<file path="src/rtl/flash_erase_pkg.sv">
package flash_erase_pkg;

    typedef enum logic [3:0] {
        ST_IDLE, ST_U1, ST_U2, ST_SET, ST_U3, ST_U4, ST_WIN, ST_ERASE, ST_SUSP
    } fes_state_t;

    typedef enum logic [2:0] {
        CMD_UNLK_A, CMD_UNLK_B, CMD_SETUP, CMD_SECT, CMD_SUSP, CMD_OTHER
    } fes_cmd_t;

    localparam logic [10:0] ADDR_KEY_A = 11'h555;
    localparam logic [10:0] ADDR_KEY_B = 11'h2AA;
    localparam logic [7:0]  DAT_KEY_A  = 8'hAA;
    localparam logic [7:0]  DAT_KEY_B  = 8'h55;
    localparam logic [7:0]  DAT_SETUP  = 8'h80;
    localparam logic [7:0]  DAT_SECT   = 8'h30;
    localparam logic [7:0]  DAT_SUSP   = 8'hB0;

    function automatic fes_cmd_t classify(input logic [10:0] a, input logic [7:0] d);
        if (d == DAT_SECT)                      return CMD_SECT;
        if (d == DAT_SUSP)                      return CMD_SUSP;
        if (a == ADDR_KEY_A && d == DAT_KEY_A)  return CMD_UNLK_A;
        if (a == ADDR_KEY_B && d == DAT_KEY_B)  return CMD_UNLK_B;
        if (a == ADDR_KEY_A && d == DAT_SETUP)  return CMD_SETUP;
        return CMD_OTHER;
    endfunction

endpackage

</file>
<file path="src/rtl/fes_cmd_decode.sv">
module fes_cmd_decode
    import flash_erase_pkg::*;
#(
    parameter int ADDR_W = 16,
    parameter int SECT_W = 4
) (
    input  logic [ADDR_W-1:0] wr_addr,
    input  logic [7:0]        wr_data,
    output fes_cmd_t          cmd,
    output logic [SECT_W-1:0] sect
);
    assign cmd  = classify(wr_addr[10:0], wr_data);
    assign sect = wr_addr[ADDR_W-1 -: SECT_W];
endmodule

</file>
<file path="src/rtl/fes_cycle_timer.sv">
module fes_cycle_timer #(
    parameter int LIMIT = 64
) (
    input  logic clk,
    input  logic rst,
    input  logic clear,
    input  logic run,
    output logic at_limit
);
    localparam int CW = $clog2(LIMIT + 1);
    logic [CW-1:0] cnt_q;

    always_ff @(posedge clk) begin
        if (rst || clear)
            cnt_q <= '0;
        else if (run)
            cnt_q <= cnt_q + 1'b1;
    end

    assign at_limit = (cnt_q == CW'(LIMIT - 1));
endmodule

</file>
<file path="src/rtl/flash_erase_seq.sv">
module flash_erase_seq
    import flash_erase_pkg::*;
#(
    parameter int ADDR_W    = 16,
    parameter int NUM_SECT  = 16,
    parameter int WIN_CYC   = 64,
    parameter int ERASE_CYC = 200
) (
    input  logic                clk,
    input  logic                rst,
    input  logic                wr_en,
    input  logic [ADDR_W-1:0]   wr_addr,
    input  logic [7:0]          wr_data,
    output logic                busy_n,
    output logic                win_closed,
    output logic                erase_suspended,
    output logic                id_lock,
    output logic                erase_start,
    output logic                erase_done,
    output logic [NUM_SECT-1:0] erase_map
);
    localparam int SECT_W = $clog2(NUM_SECT);

    fes_state_t          state_q, state_d;
    fes_cmd_t            cmd;
    logic [SECT_W-1:0]   sect;
    logic [NUM_SECT-1:0] map_q, map_d, sect_bit;
    logic                start_d, done_d;
    logic                accept_sect, win_exp, erase_fin, erase_run;
    logic                is_susp;

    fes_cmd_decode #(.ADDR_W(ADDR_W), .SECT_W(SECT_W)) u_dec (
        .wr_addr (wr_addr),
        .wr_data (wr_data),
        .cmd     (cmd),
        .sect    (sect)
    );

    assign sect_bit = NUM_SECT'(1) << sect;
    assign is_susp  = wr_en && (cmd == CMD_SUSP);

    fes_cycle_timer #(.LIMIT(WIN_CYC)) u_win (
        .clk      (clk),
        .rst      (rst),
        .clear    (accept_sect),
        .run      ((state_q == ST_WIN) && !wr_en),
        .at_limit (win_exp)
    );

    assign erase_run = (state_q == ST_ERASE) && !is_susp;

    fes_cycle_timer #(.LIMIT(ERASE_CYC)) u_stub (
        .clk      (clk),
        .rst      (rst),
        .clear    (state_q == ST_WIN),
        .run      (erase_run),
        .at_limit (erase_fin)
    );

    always_comb begin
        state_d     = state_q;
        map_d       = map_q;
        start_d     = 1'b0;
        done_d      = 1'b0;
        accept_sect = 1'b0;
        unique case (state_q)
            ST_IDLE:  if (wr_en && cmd == CMD_UNLK_A) state_d = ST_U1;
            ST_U1:    if (wr_en) state_d = (cmd == CMD_UNLK_B) ? ST_U2  : ST_IDLE;
            ST_U2:    if (wr_en) state_d = (cmd == CMD_SETUP)  ? ST_SET : ST_IDLE;
            ST_SET:   if (wr_en) state_d = (cmd == CMD_UNLK_A) ? ST_U3  : ST_IDLE;
            ST_U3:    if (wr_en) state_d = (cmd == CMD_UNLK_B) ? ST_U4  : ST_IDLE;
            ST_U4: begin
                if (wr_en) begin
                    if (cmd == CMD_SECT) begin
                        state_d     = ST_WIN;
                        map_d       = sect_bit;
                        accept_sect = 1'b1;
                    end else begin
                        state_d = ST_IDLE;
                    end
                end
            end
            ST_WIN: begin
                if (wr_en) begin
                    if (cmd == CMD_SECT) begin
                        map_d       = map_q | sect_bit;
                        accept_sect = 1'b1;
                    end else if (cmd == CMD_SUSP) begin
                        state_d = ST_SUSP;
                    end else begin
                        state_d = ST_IDLE;
                        map_d   = '0;
                    end
                end else if (win_exp) begin
                    state_d = ST_ERASE;
                    start_d = 1'b1;
                end
            end
            ST_ERASE: begin
                if (is_susp) begin
                    state_d = ST_SUSP;
                end else if (erase_fin) begin
                    state_d = ST_IDLE;
                    map_d   = '0;
                    done_d  = 1'b1;
                end
            end
            ST_SUSP:  if (wr_en && cmd == CMD_SECT) state_d = ST_ERASE;
            default:  state_d = ST_IDLE;
        endcase
    end

    always_ff @(posedge clk) begin
        if (rst) begin
            state_q     <= ST_IDLE;
            map_q       <= '0;
            erase_start <= 1'b0;
            erase_done  <= 1'b0;
        end else begin
            state_q     <= state_d;
            map_q       <= map_d;
            erase_start <= start_d;
            erase_done  <= done_d;
        end
    end

    assign erase_map       = map_q;
    assign busy_n          = !((state_q == ST_WIN) || (state_q == ST_ERASE));
    assign win_closed      = (state_q == ST_ERASE);
    assign erase_suspended = (state_q == ST_SUSP);
    assign id_lock         = (state_q == ST_WIN) || (state_q == ST_ERASE)
                          || (state_q == ST_SUSP);
endmodule

</file>
<file path="config.mk">
export PLATFORM = sky130hd
export DESIGN_NAME = flash_erase_seq
export DESIGN_NICKNAME = d
export VERILOG_FILES = /design/src/rtl/flash_erase_pkg.sv /design/src/rtl/fes_cmd_decode.sv /design/src/rtl/fes_cycle_timer.sv /design/src/rtl/flash_erase_seq.sv
export SDC_FILE = /design/constraint.sdc
export NUM_CORES = 1
export LEC_CHECK = 0
export CORE_MARGIN = 10
export CORE_UTILIZATION = 54
export DETAILED_ROUTE_END_ITERATION = 10
export PLACE_DENSITY = 0.89
export SKIP_LAST_GASP = 1
export SLEW_MARGIN = 40
export SYNTH_ARGS = -nofsm -noshare
export SYNTH_HDL_FRONTEND = slang
export SYNTH_HIERARCHICAL = 1
export SYNTH_SLANG_ARGS = --single-unit
</file>
<file path="constraint.sdc">
create_clock -name clk -period 6.1 [get_ports clk]
set_input_delay 1.83 -clock clk [delete_from_list [all_inputs] [get_ports clk]]
set_output_delay 1.83 -clock clk [all_outputs]
set_load 0.1 [all_outputs]
</file>
After elaboration in Yosys (flattened, before gate mapping)
Cells that the tools add are included.
{ "totals": {"register_bits": 37, "inputBits": 27, "output_inout_bits": 22, "elab_cells": 128} }
{ "classes": {"add_sub_neg": 2, "n_eq_ne": 36, "n_shift": 1, "n_mux": 57, "bitwise_logic": 3, "n_reduce_logical": 23} }
{ "op_table": {"columns": ["operator", "n"], "rows": [
  ["16-bit two-way mux", 7],
  ["4-bit two-way mux", 13],
  ["16-bit one-hot mux with 3 select lines", 1],
  ["3-bit two-way mux", 13],
  ["4-bit one-hot mux with 9 select lines", 1],
  ["8-bit == test, second input constant", 4],
  ["1-bit two-way mux", 20],
  ["2-bit != test, second input constant", 9],
  ["4-bit by 3-bit == test with 1-bit output, second input constant", 4],
  ["16-bit OR", 1],
  ["1-bit by 4-bit left shift with 16-bit output, first input constant", 1],
  ["11-bit by 10-bit == test with 1-bit output, second input constant", 1],
  ["11-bit == test, second input constant", 1],
  ["10-bit AND reduction", 1],
  ["3-bit != test, second input constant", 3],
  ["8-bit by 1-bit adder with 8-bit output, second input constant", 1],
  ["4-bit by 2-bit == test with 1-bit output, second input constant", 2],
  ["8-bit by 6-bit == test with 1-bit output, second input constant", 1],
  ["8-bit by 7-bit == test with 1-bit output, second input constant", 1],
  ["1-bit logical AND", 8],
  ["7-bit by 1-bit adder with 7-bit output, second input constant", 1],
  ["7-bit by 6-bit == test with 1-bit output, second input constant", 1],
  ["7-bit AND reduction", 1],
  ["3-bit by 2-bit == test with 1-bit output, second input constant", 2],
  ["other kinds (15)", 24]
]} }

Longest topological paths before layout
Gate-level depths: netlist of the first run.
{ "depth": {"depth_word": 22, "depth_mapped": 11, "ltp_nobuf": 9} }

Modules after synthesis
Netlist of the first run, hierarchy kept.
{ "modules_own_cells": {"columns": ["module", "n_inst", "cells_each", "area_per_inst_um2", "seq_area_each_um2"], "rows": [
  ["flash_erase_seq", 1, 131, 1231.2, 440.4],
  ["fes_cycle_timer at u_stub", 1, 42, 381.6, 160.2],
  ["fes_cycle_timer at u_win", 1, 35, 309.0, 140.1],
  ["fes_cmd_decode", 1, 25, 226.5, 0.0]
]} }

Worst setup path after synthesis of the first run
No wires, ideal clock.
{ "synth_path": {"kind": "flip-flop to output port", "start": "reg state_q[2]", "end": "out id_lock", "arrival_time_ps": 3083, "path_slack_ps": 1187, "path_stages_with_launch": 4, "path_buffers": 1, "path_cell_list": "dfxtp_1 buf_1 nor4b_2 or2_2"} }
{ "synth_via": {"elab_cells_between_ends": 5} }
{ "synth_lines": {"columns": ["element", "line_no", "text"], "rows": [
  ["from (decl)", "flash_erase_seq.sv:24", "fes_state_t state_q, state_d;"],
  ["from (signal assigned)", "flash_erase_seq.sv:120", "state_q <= state_d;"],
  ["4-bit == test", null, null],
  ["via erase_suspended", "flash_erase_seq.sv:16", "output logic erase_suspended,"],
  ["1-bit logical OR", "flash_erase_seq.sv:132", "|| (state_q == ST_SUSP);"],
  ["to (decl)", "flash_erase_seq.sv:17", "output logic id_lock,"]
]} }
The timed path passes the listed nets, and every way through them passes these cells.

Final worst setup path of the first run
{ "layout_path": {"start": "in wr_data[6]", "end": "reg map_q[7] (netlist: erase_map[7])"} }
{ "layout_via": {"elab_chain_cells": 16, "elab_cells_between_ends": 42} }
{ "layout_rtl": {"columns": ["element", "line_no", "text"], "rows": [
  ["from (decl)", "flash_erase_seq.sv:13", "input logic [7:0] wr_data,"],
  ["8-bit == test", "flash_erase_pkg.sv:24", "if (a == ADDR_KEY_A && d == DAT_SETUP) return CMD_SETUP;"],
  ["1-bit logical AND", "flash_erase_pkg.sv:24", null],
  ["1-bit two-way mux (2 in a row)", "flash_erase_pkg.sv:24", null],
  ["1-bit two-way mux", "flash_erase_pkg.sv:23", "if (a == ADDR_KEY_B && d == DAT_KEY_B) return CMD_UNLK_B;"],
  ["1-bit two-way mux", "flash_erase_pkg.sv:22", "if (a == ADDR_KEY_A && d == DAT_KEY_A) return CMD_UNLK_A;"],
  ["1-bit two-way mux", "flash_erase_pkg.sv:21", "if (d == DAT_SUSP) return CMD_SUSP;"],
  ["3-bit two-way mux", "flash_erase_pkg.sv:25", "return CMD_OTHER;"],
  ["3-bit two-way mux", "flash_erase_pkg.sv:24", null],
  ["3-bit two-way mux", "flash_erase_pkg.sv:23", null],
  ["3-bit two-way mux", "flash_erase_pkg.sv:22", null],
  ["3-bit two-way mux *", "flash_erase_pkg.sv:21", null],
  ["via cmd[2]", "flash_erase_seq.sv:25", "fes_cmd_t cmd;"],
  ["3-bit by 2-bit == test with 1-bit output / 3-bit == test (equally long branches)", null, null],
  ["16-bit two-way mux / 1-bit logical AND (equally long branches)", "flash_erase_seq.sv:85, flash_erase_seq.sv:40", null],
  ["16-bit two-way mux / 2-bit != test (equally long branches)", null, null],
  ["16-bit one-hot mux with 3 select lines / 7-bit AND reduction (equally long branches)", null, null],
  ["to (signal assigned)", "flash_erase_seq.sv:121", "map_q <= map_d;"],
  ["to (decl)", "flash_erase_seq.sv:27", "logic [NUM_SECT-1:0] map_q, map_d, sect_bit;"]
]} }
Mark *: on every way through the listed nets, which the timed path passes. The rest lies on a longest branch. The select of a mux whose other input is x is not followed.
A chain may end at the register's enable or synchronous reset.

==> results of run 1 <==
-- cell type report --
type                       count  area share (%)
clock inverter                 1            1.16
tap                           48            2.32
inverter                       8            1.16
multi-input combinational    171            49.1
sequential                    37            28.7
clock buffer                   7            3.34
timing repair buffer          48            14.2
-- how the worst max path moves through the flow --
stage,startpoint,endpoint,slack [ns],depth (start not counted)
after floorplan,state_q[2]$_SDFFE_PP0P_,id_lock,1.19,3
after global placement,wr_data[6],state_q[0]$_SDFFE_PP0P_,1.30,11
after detailed placement,wr_data[2],erase_map[5]$_SDFFE_PP0P_,1.26,10
after CTS,wr_data[6],erase_map[7]$_SDFFE_PP0P_,1.52,10
after global routing,wr_data[6],erase_map[7]$_SDFFE_PP0P_,1.26,10
final,wr_data[6],erase_map[7]$_SDFFE_PP0P_,1.48,10
-- sequential cells by signal, summed over array words and instances, names as in the netlist --
| register | flops |
|---|---|
| u_stub/cnt_q | 8 |
| state_q | 4 |
| erase_map | 16 |
| erase_start | 1 |
| u_win/cnt_q | 7 |
| erase_done | 1 |
-- worst max-delay path, cell delays in order --
cell                              delay, ns
sky130_fd_sc_hd__clkdlybuf4s50_1       0.52
sky130_fd_sc_hd__nor3_4                0.06
sky130_fd_sc_hd__and2_2                0.21
sky130_fd_sc_hd__a31o_2                0.21
sky130_fd_sc_hd__a21oi_1               0.57
sky130_fd_sc_hd__or3b_1                0.41
sky130_fd_sc_hd__a31oi_1               0.21
sky130_fd_sc_hd__nor4_1                0.09
sky130_fd_sc_hd__nor2_2                0.50
sky130_fd_sc_hd__a22o_1                0.25
-- power by group through the flow --
stage          combinational [mW]  clock, mW  sequential, mW
4_1_cts                     0.165      0.218           0.296
3_5_place_dp                0.163          0           0.302
2_1_floorplan               0.159          0           0.274
5_1_grt                     0.183      0.231           0.301
6_report                    0.165      0.219           0.297
3_3_place_gp                0.162          0           0.300
-- cell families after synthesis --
group,synth area share [%]
xor gates and xnor gates,4.48
adders and majority gates,1.75
DFF,34.5
muxes,0.932
and+or+nand+nor,33.1
buffers and inverters,6.70
AOI/OAI and AO/OA,18.6
-- layer usage --
layer	vias up	track usage [%]	routed length [um]
met2	45	24.0	2550
met5	-	0	0
met1	908	17.7	2290
li1	942	-	-
met4	0	5.54	77
met3	8	2.73	173
-- per-stage QoR --
stage,utilization (%),instances,instance area (um^2)
6_report,69.0,320,2580
5_1_grt,69.0,320,2580
4_1_cts,68.9,320,2580
3_5_place_dp,65.8,312,2460
3_3_place_gp,68.7,312,2570
2_1_floorplan,-,233,2150
-- placed cells by master, fill, tap and decap left out, types with 4 or more instances in the layout --
cell,instances
sky130_fd_sc_hd__a21oi_1,8
sky130_fd_sc_hd__a22o_1,8
sky130_fd_sc_hd__a31oi_1,4
sky130_fd_sc_hd__a32o_1,4
sky130_fd_sc_hd__buf_2,22
sky130_fd_sc_hd__clkbuf_8,6
sky130_fd_sc_hd__clkdlybuf4s50_1,25
sky130_fd_sc_hd__dfxtp_1,37
sky130_fd_sc_hd__inv_1,7
sky130_fd_sc_hd__nand2_1,12
sky130_fd_sc_hd__nand3_1,5
sky130_fd_sc_hd__nand4_1,5
sky130_fd_sc_hd__nor2_1,22
sky130_fd_sc_hd__nor2b_1,4
sky130_fd_sc_hd__nor3_1,5
sky130_fd_sc_hd__o21ai_0,4
sky130_fd_sc_hd__or3_1,5
sky130_fd_sc_hd__xnor2_1,4
sky130_fd_sc_hd__xor2_1,7
==> flow_summary.json, run 1 <==
{
  "power.leakage_nw": 0.998,
  "fp.dieArea_mm2": 0.00690,
  "totalNegativeSetupSlack_ns": 0,
  "postRouteAntennaNets": 0,
  "design.final.nets": 301,
  "cts.sinks": 37,
  "yosys_warnings": 6,
  "min_from": "erase_map[0]$_SDFFE_PP0P_",
  "route.detailed.drc": 0,
  "status": "completed",
  "power.share.clock_pct": 32.1,
  "yosysUniqueCellTypes": 67,
  "cp_data_required_time_ns": 6.33,
  "finalCritPeriodShare_pct": 75.8,
  "fp.dieH_um": 83.1,
  "grt_antenna_before_repair": 0,
  "critPathMaxFanout": 15,
  "groute.usage.overall_pct": 14.4,
  "crit_arrival_ns": 4.86,
  "grt_pass1_vias": 1861,
  "hold_class": "flip-flop to flip-flop",
  "grt_overflow": 0,
  "worstMarginPinSlew_ns": 0.740,
  "num_vias": 1903,
  "cts_inserted_buffers": 5,
  "detail_route.iter0.violations": 118,
  "cts_hold_buffers": 0,
  "multiInputGateArea_mm2": 0.00127,
  "cts.repair_timing.setup_buffer_count": 0,
  "routed_wire_per_std_cell_um": 15.9,
  "final-hold-violation-count": 0,
  "power_density_mw_per_mm2": 264,
  "wl_um": 5090,
  "dieWidth_um": 83.1,
  "slew-limit-headroom_pct": 50.5,
  "synthDominantCellAreaShare_pct": 34.5,
  "total_power_uw": 681,
  "clockRootBuffer": "sky130_fd_sc_hd__clkbuf_8",
  "drtPass1Iterations": 4,
  "core_area_mm2": 0.00374,
  "cell_count_of_the_worst_hold_path": 1,
  "hpwlAfterDp_um": 3860,
  "critPathKind": "primary input to flip-flop",
  "setup.worst_path.start_class": "primary input",
  "tritoncts": "yes",
  "post_synth_edffs": 0,
  "r2r_setup_slack_ns": 3.79,
  "netlist_top_cells_count": "sky130_fd_sc_hd__dfxtp_1 (37), sky130_fd_sc_hd__nor2_1 (22), sky130_fd_sc_hd__nand2_1 (12)",
  "initial_utilization_pct": 57.4,
  "clk_transition_reported_paths_ns": 0.07,
  "seq_area_um2": 741,
  "mapped_cell_area_mm2": 0.00215,
  "reg2regPathDepth": 7,
  "vdd_ir_drop_max_mv": 0.325,
  "synthTopCellsByArea": "sky130_fd_sc_hd__dfxtp_1 (34%), sky130_fd_sc_hd__nor2_1 (3.8%), sky130_fd_sc_hd__a22o_1 (3.3%), sky130_fd_sc_hd__xor2_1 (2.9%), sky130_fd_sc_hd__buf_4 (2.8%)",
  "netSwitchingFraction_pct": 31.7,
  "achievable-frequency_mhz": 216,
  "viasPerCell": 5.95,
  "syn-instance-count": 233,
  "post-route-worst-setup-slack_ns": 1.48,
  "clk-insertion-delay-late_ns": 0.29,
  "power.share.sequential_pct": 43.7,
  "post_route_worst_hold_slack_ns": 0.465,
  "finalSetupViolations": 0,
  "worst_r2r_endpoint": "erase_map[14]$_SDFFE_PP0P_",
  "synthFlopType": "sky130_fd_sc_hd__dfxtp_1",
  "postCtsResizedCells": 0,
  "power.net_switching_uw": 216,
  "h_tree_depth_reported_by_cts": 2,
  "synthesis.nets": 263,
  "grt_setup_unrepaired": "no",
  "cellInternalPower_uw": 465,
  "worstSetupEndpointType": "flip-flop",
  "preCtsSetupSlack_ns": 1.26,
  "rows": 22,
  "fraction_of_the_yosys_area_taken_by_sequential_cells_pct": 34.5,
  "finClkSkew_ns": 0.00770,
  "largest_area_contributor_in_the_netlist": "sky130_fd_sc_hd__dfxtp_1",
  "yosysMostFrequentCell": "sky130_fd_sc_hd__dfxtp_1",
  "worst_r2r_startpoint": "u_stub/cnt_q[0]$_SDFFE_PP0P_",
  "antenna_cells_inserted": 0,
  "top_level_ports": 49,
  "timing.final.crit_period_ns": 4.62,
  "global_route_wire_length_before_repair_um": 8670,
  "syn-mean-instance-area_um2": 9.22,
  "synthArstFlopShare_pct": 0,
  "share_of_post_route_cells_with_drive_strength_above_1_pct": 20.6,
  "largest_net_degree_at_the_start_of_global_routing": 17,
  "maxSlewViolCount": 0,
  "buffer_ports.inserted": 47,
  "ys_ff_latch": 37,
  "cts_buffer_depth": 2,
  "syn_to_final_growth_pct": 20.3,
  "hold_end": "erase_map[0]$_SDFFE_PP0P_",
  "comb_power_share_pct": 24.2,
  "place_congestion": 0.811,
  "maxCapViolations": 0,
  "nFillCells": 313
}
No activity file was read; power rests on OpenSTA's default activity.
==> inputs of run 2 (changes only) <==
Settings changed: CORE_UTILIZATION 54 to 50, PLACE_DENSITY 0.89 to 0.84.
Clock period 6.1 ns to 4.6 ns, I/O delays scaled along.
==> run 2 against run 1 <==
Effect of this change: clock skew shrank 0.0026 ns; first-iteration DRC count fell by 33%; global-route usage down 1.1 points; design area up 1.5%; count of clock-buffer cells in the layout shrank 1; combinational power is 33% higher; sequential power grew 33%; sequential share of layout area fell by 0.42 points; flip-flop and latch count stayed put; die area increased by 6.0%.
==> flow_summary.json, run 2 (synthesis results as in run 1) <==
{
  "status": "completed",
  "comb_power_share_pct": 24.4,
  "critPathKind": "primary input to flip-flop",
  "syn_to_final_growth_pct": 22.1,
  "num_vias": 1868,
  "vdd_ir_drop_max_mv": 0.369,
  "r2r_setup_slack_ns": 2.23,
  "cts_hold_buffers": 0,
  "critPathMaxFanout": 10,
  "clk_transition_reported_paths_ns": 0.07,
  "core_area_mm2": 0.00409,
  "route.detailed.drc": 0,
  "clk-insertion-delay-late_ns": 0.28,
  "power.leakage_nw": 1.01,
  "place_congestion": 0.816,
  "grt_setup_unrepaired": "no",
  "post-route-cell-area_mm2": 0.00262,
  "h_tree_depth_reported_by_cts": 2,
  "cts.repair_timing.setup_buffer_count": 0,
  "initial_utilization_pct": 52.6,
  "top_level_ports": 49,
  "hpwlAfterDp_um": 3620,
  "crit_arrival_ns": 4.24,
  "timing.final.crit_period_ns": 4.07,
  "cts_buffer_depth": 2,
  "worst_r2r_startpoint": "state_q[0]$_SDFFE_PP0P_",
  "multiInputGateArea_mm2": 0.00126,
  "seq_area_um2": 741,
  "postCtsResizedCells": 0,
  "power_density_mw_per_mm2": 344,
  "timing.critical_path.cells": "clkdlybuf4s50_1 > nor4b_2 > nand3_1 > nor3_2 > a21o_1 > and4bb_1 > nor3_1 > nand4_1 > o31a_1 > o21a_1",
  "grt_overflow": 0,
  "drtPass1Iterations": 4,
  "buffer_ports.inserted": 47,
  "dp_area_mm2": 0.00250,
  "groute.usage.overall_pct": 13.3,
  "grt_antenna_before_repair": 0,
  "maxSlewViolCount": 0,
  "largest_register_ff_count": 16,
  "grt_pass1_vias": 1775,
  "worst_r2r_endpoint": "u_stub/cnt_q[7]$_SDFFE_PP0P_",
  "cp_data_required_time_ns": 4.78,
  "slew-limit-headroom_pct": 60.9,
  "global_route_wire_length_before_repair_um": 8270,
  "nFillCells": 343,
  "hold_class": "flip-flop to flip-flop",
  "critPathSlowestCell": "sky130_fd_sc_hd__nor3_1",
  "most_frequent_cells_in_the_layout": "sky130_fd_sc_hd__dfxtp_1 (37), sky130_fd_sc_hd__clkdlybuf4s50_1 (25), sky130_fd_sc_hd__nor2_1 (22)",
  "hold_end": "erase_map[1]$_SDFFE_PP0P_",
  "power.share.clock_pct": 31.9,
  "cellInternalPower_uw": 618,
  "wl_um": 4770,
  "cts.sinks": 37,
  "setup.worst_path.start_class": "primary input",
  "finalSetupViolations": 0,
  "clockRootBuffer": "sky130_fd_sc_hd__clkbuf_8",
  "postRouteAntennaNets": 0,
  "final-hold-violation-count": 0,
  "power.net_switching_uw": 284,
  "finalCritPeriodShare_pct": 88.4,
  "min_from": "erase_map[1]$_SDFFE_PP0P_",
  "detail_route.iter0.violations": 79,
  "largest_net_degree_at_the_start_of_global_routing": 17,
  "power.share.sequential_pct": 43.7,
  "design.final.nets": 305,
  "finClkSkew_ns": 0.00514,
  "worstMarginPinSlew_ns": 0.581,
  "netSwitchingFraction_pct": 31.4,
  "cts_inserted_buffers": 5,
  "worstSetupEndpointType": "flip-flop",
  "fp.dieArea_mm2": 0.00732,
  "dieWidth_um": 85.6,
  "totalNegativeSetupSlack_ns": 0,
  "rows": 23,
  "reg2regPathDepth": 5,
  "share_of_post_route_cells_with_drive_strength_above_1_pct": 21.7,
  "max_stage_delay_ns": 0.46,
  "mostFrequentLayoutCell": "sky130_fd_sc_hd__dfxtp_1",
  "antenna_cells_inserted": 0,
  "cell_count_of_the_worst_hold_path": 1,
  "tritoncts": "yes",
  "achievable-frequency_mhz": 246,
  "maxCapViolations": 0,
  "fp.dieH_um": 85.6,
  "viasPerCell": 5.73,
  "routed_wire_per_std_cell_um": 14.6
}
## run 2: cell count changes in the layout (fill, tap and decap cells not counted), sizes merged
cell / before / now
clkinvlp: 0 / 1
buf: 23 / 27
clkbuf: 7 / 6
## run 2: power groups by stage
stage	Sequential (mW)	Clock (mW)	Combinational [mW]
6_report	0.394	0.288	0.220
5_1_grt	0.398	0.314	0.242
4_1_cts	0.391	0.297	0.220
3_5_place_dp	0.397	0	0.219
3_3_place_gp	0.398	0	0.218
2_1_floorplan	0.363	0	0.211
## run 2: cell type report
| cell class | count | area share, % |
|---|---|---|
| clock inverters | 2 | 1.43 |
| multi-input cells | 171 | 48.2 |
| flip-flops and latches | 37 | 28.2 |
| repair buffers | 52 | 15.5 |
| inverters | 8 | 1.15 |
| well taps | 50 | 2.39 |
| clock buffers | 6 | 3.15 |
## run 2: through the flow
stage	utilization [%]	instances	hold slack [ns]	setup WS, ns	power, mW
floorplan	-	233	0.458	0.137	0.574
global placement	63.6	318	0.445	0.314	0.616
detailed placement	61.2	318	0.447	0.274	0.616
CTS	64.2	326	0.467	0.548	0.908
global route	64.2	326	0.493	0.352	0.954
finish	64.2	326	0.460	0.535	0.902
## run 2: critical path: cells and delay by family
kind	cells	cell delay (ns)
buf+inv	1	0.44
compound gates	3	0.81
simple gates	6	1.62
## run 2: layer usage
metal	GRT usage [%]	vias up	share of wire (%)
li1	-	951	-
met1	15.9	858	45
met2	21.2	52	46
met3	4.82	7	8.1
met4	5.24	0	1.4
met5	0	-	0
## run 2: worst max-delay path by stage
stage / cells past startpoint / startpoint / slack, ns / endpoint
after floorplan: 3 / state_q[2]$_SDFFE_PP0P_ / 0.14 / id_lock
after global placement: 9 / wr_data[5] / 0.31 / u_stub/cnt_q[7]$_SDFFE_PP0P_
after detailed placement: 10 / wr_addr[1] / 0.27 / u_stub/cnt_q[7]$_SDFFE_PP0P_
after CTS: 10 / wr_addr[1] / 0.55 / u_stub/cnt_q[7]$_SDFFE_PP0P_
after global routing: 10 / wr_addr[1] / 0.35 / u_stub/cnt_q[7]$_SDFFE_PP0P_
final: 10 / wr_addr[1] / 0.53 / u_stub/cnt_q[7]$_SDFFE_PP0P_
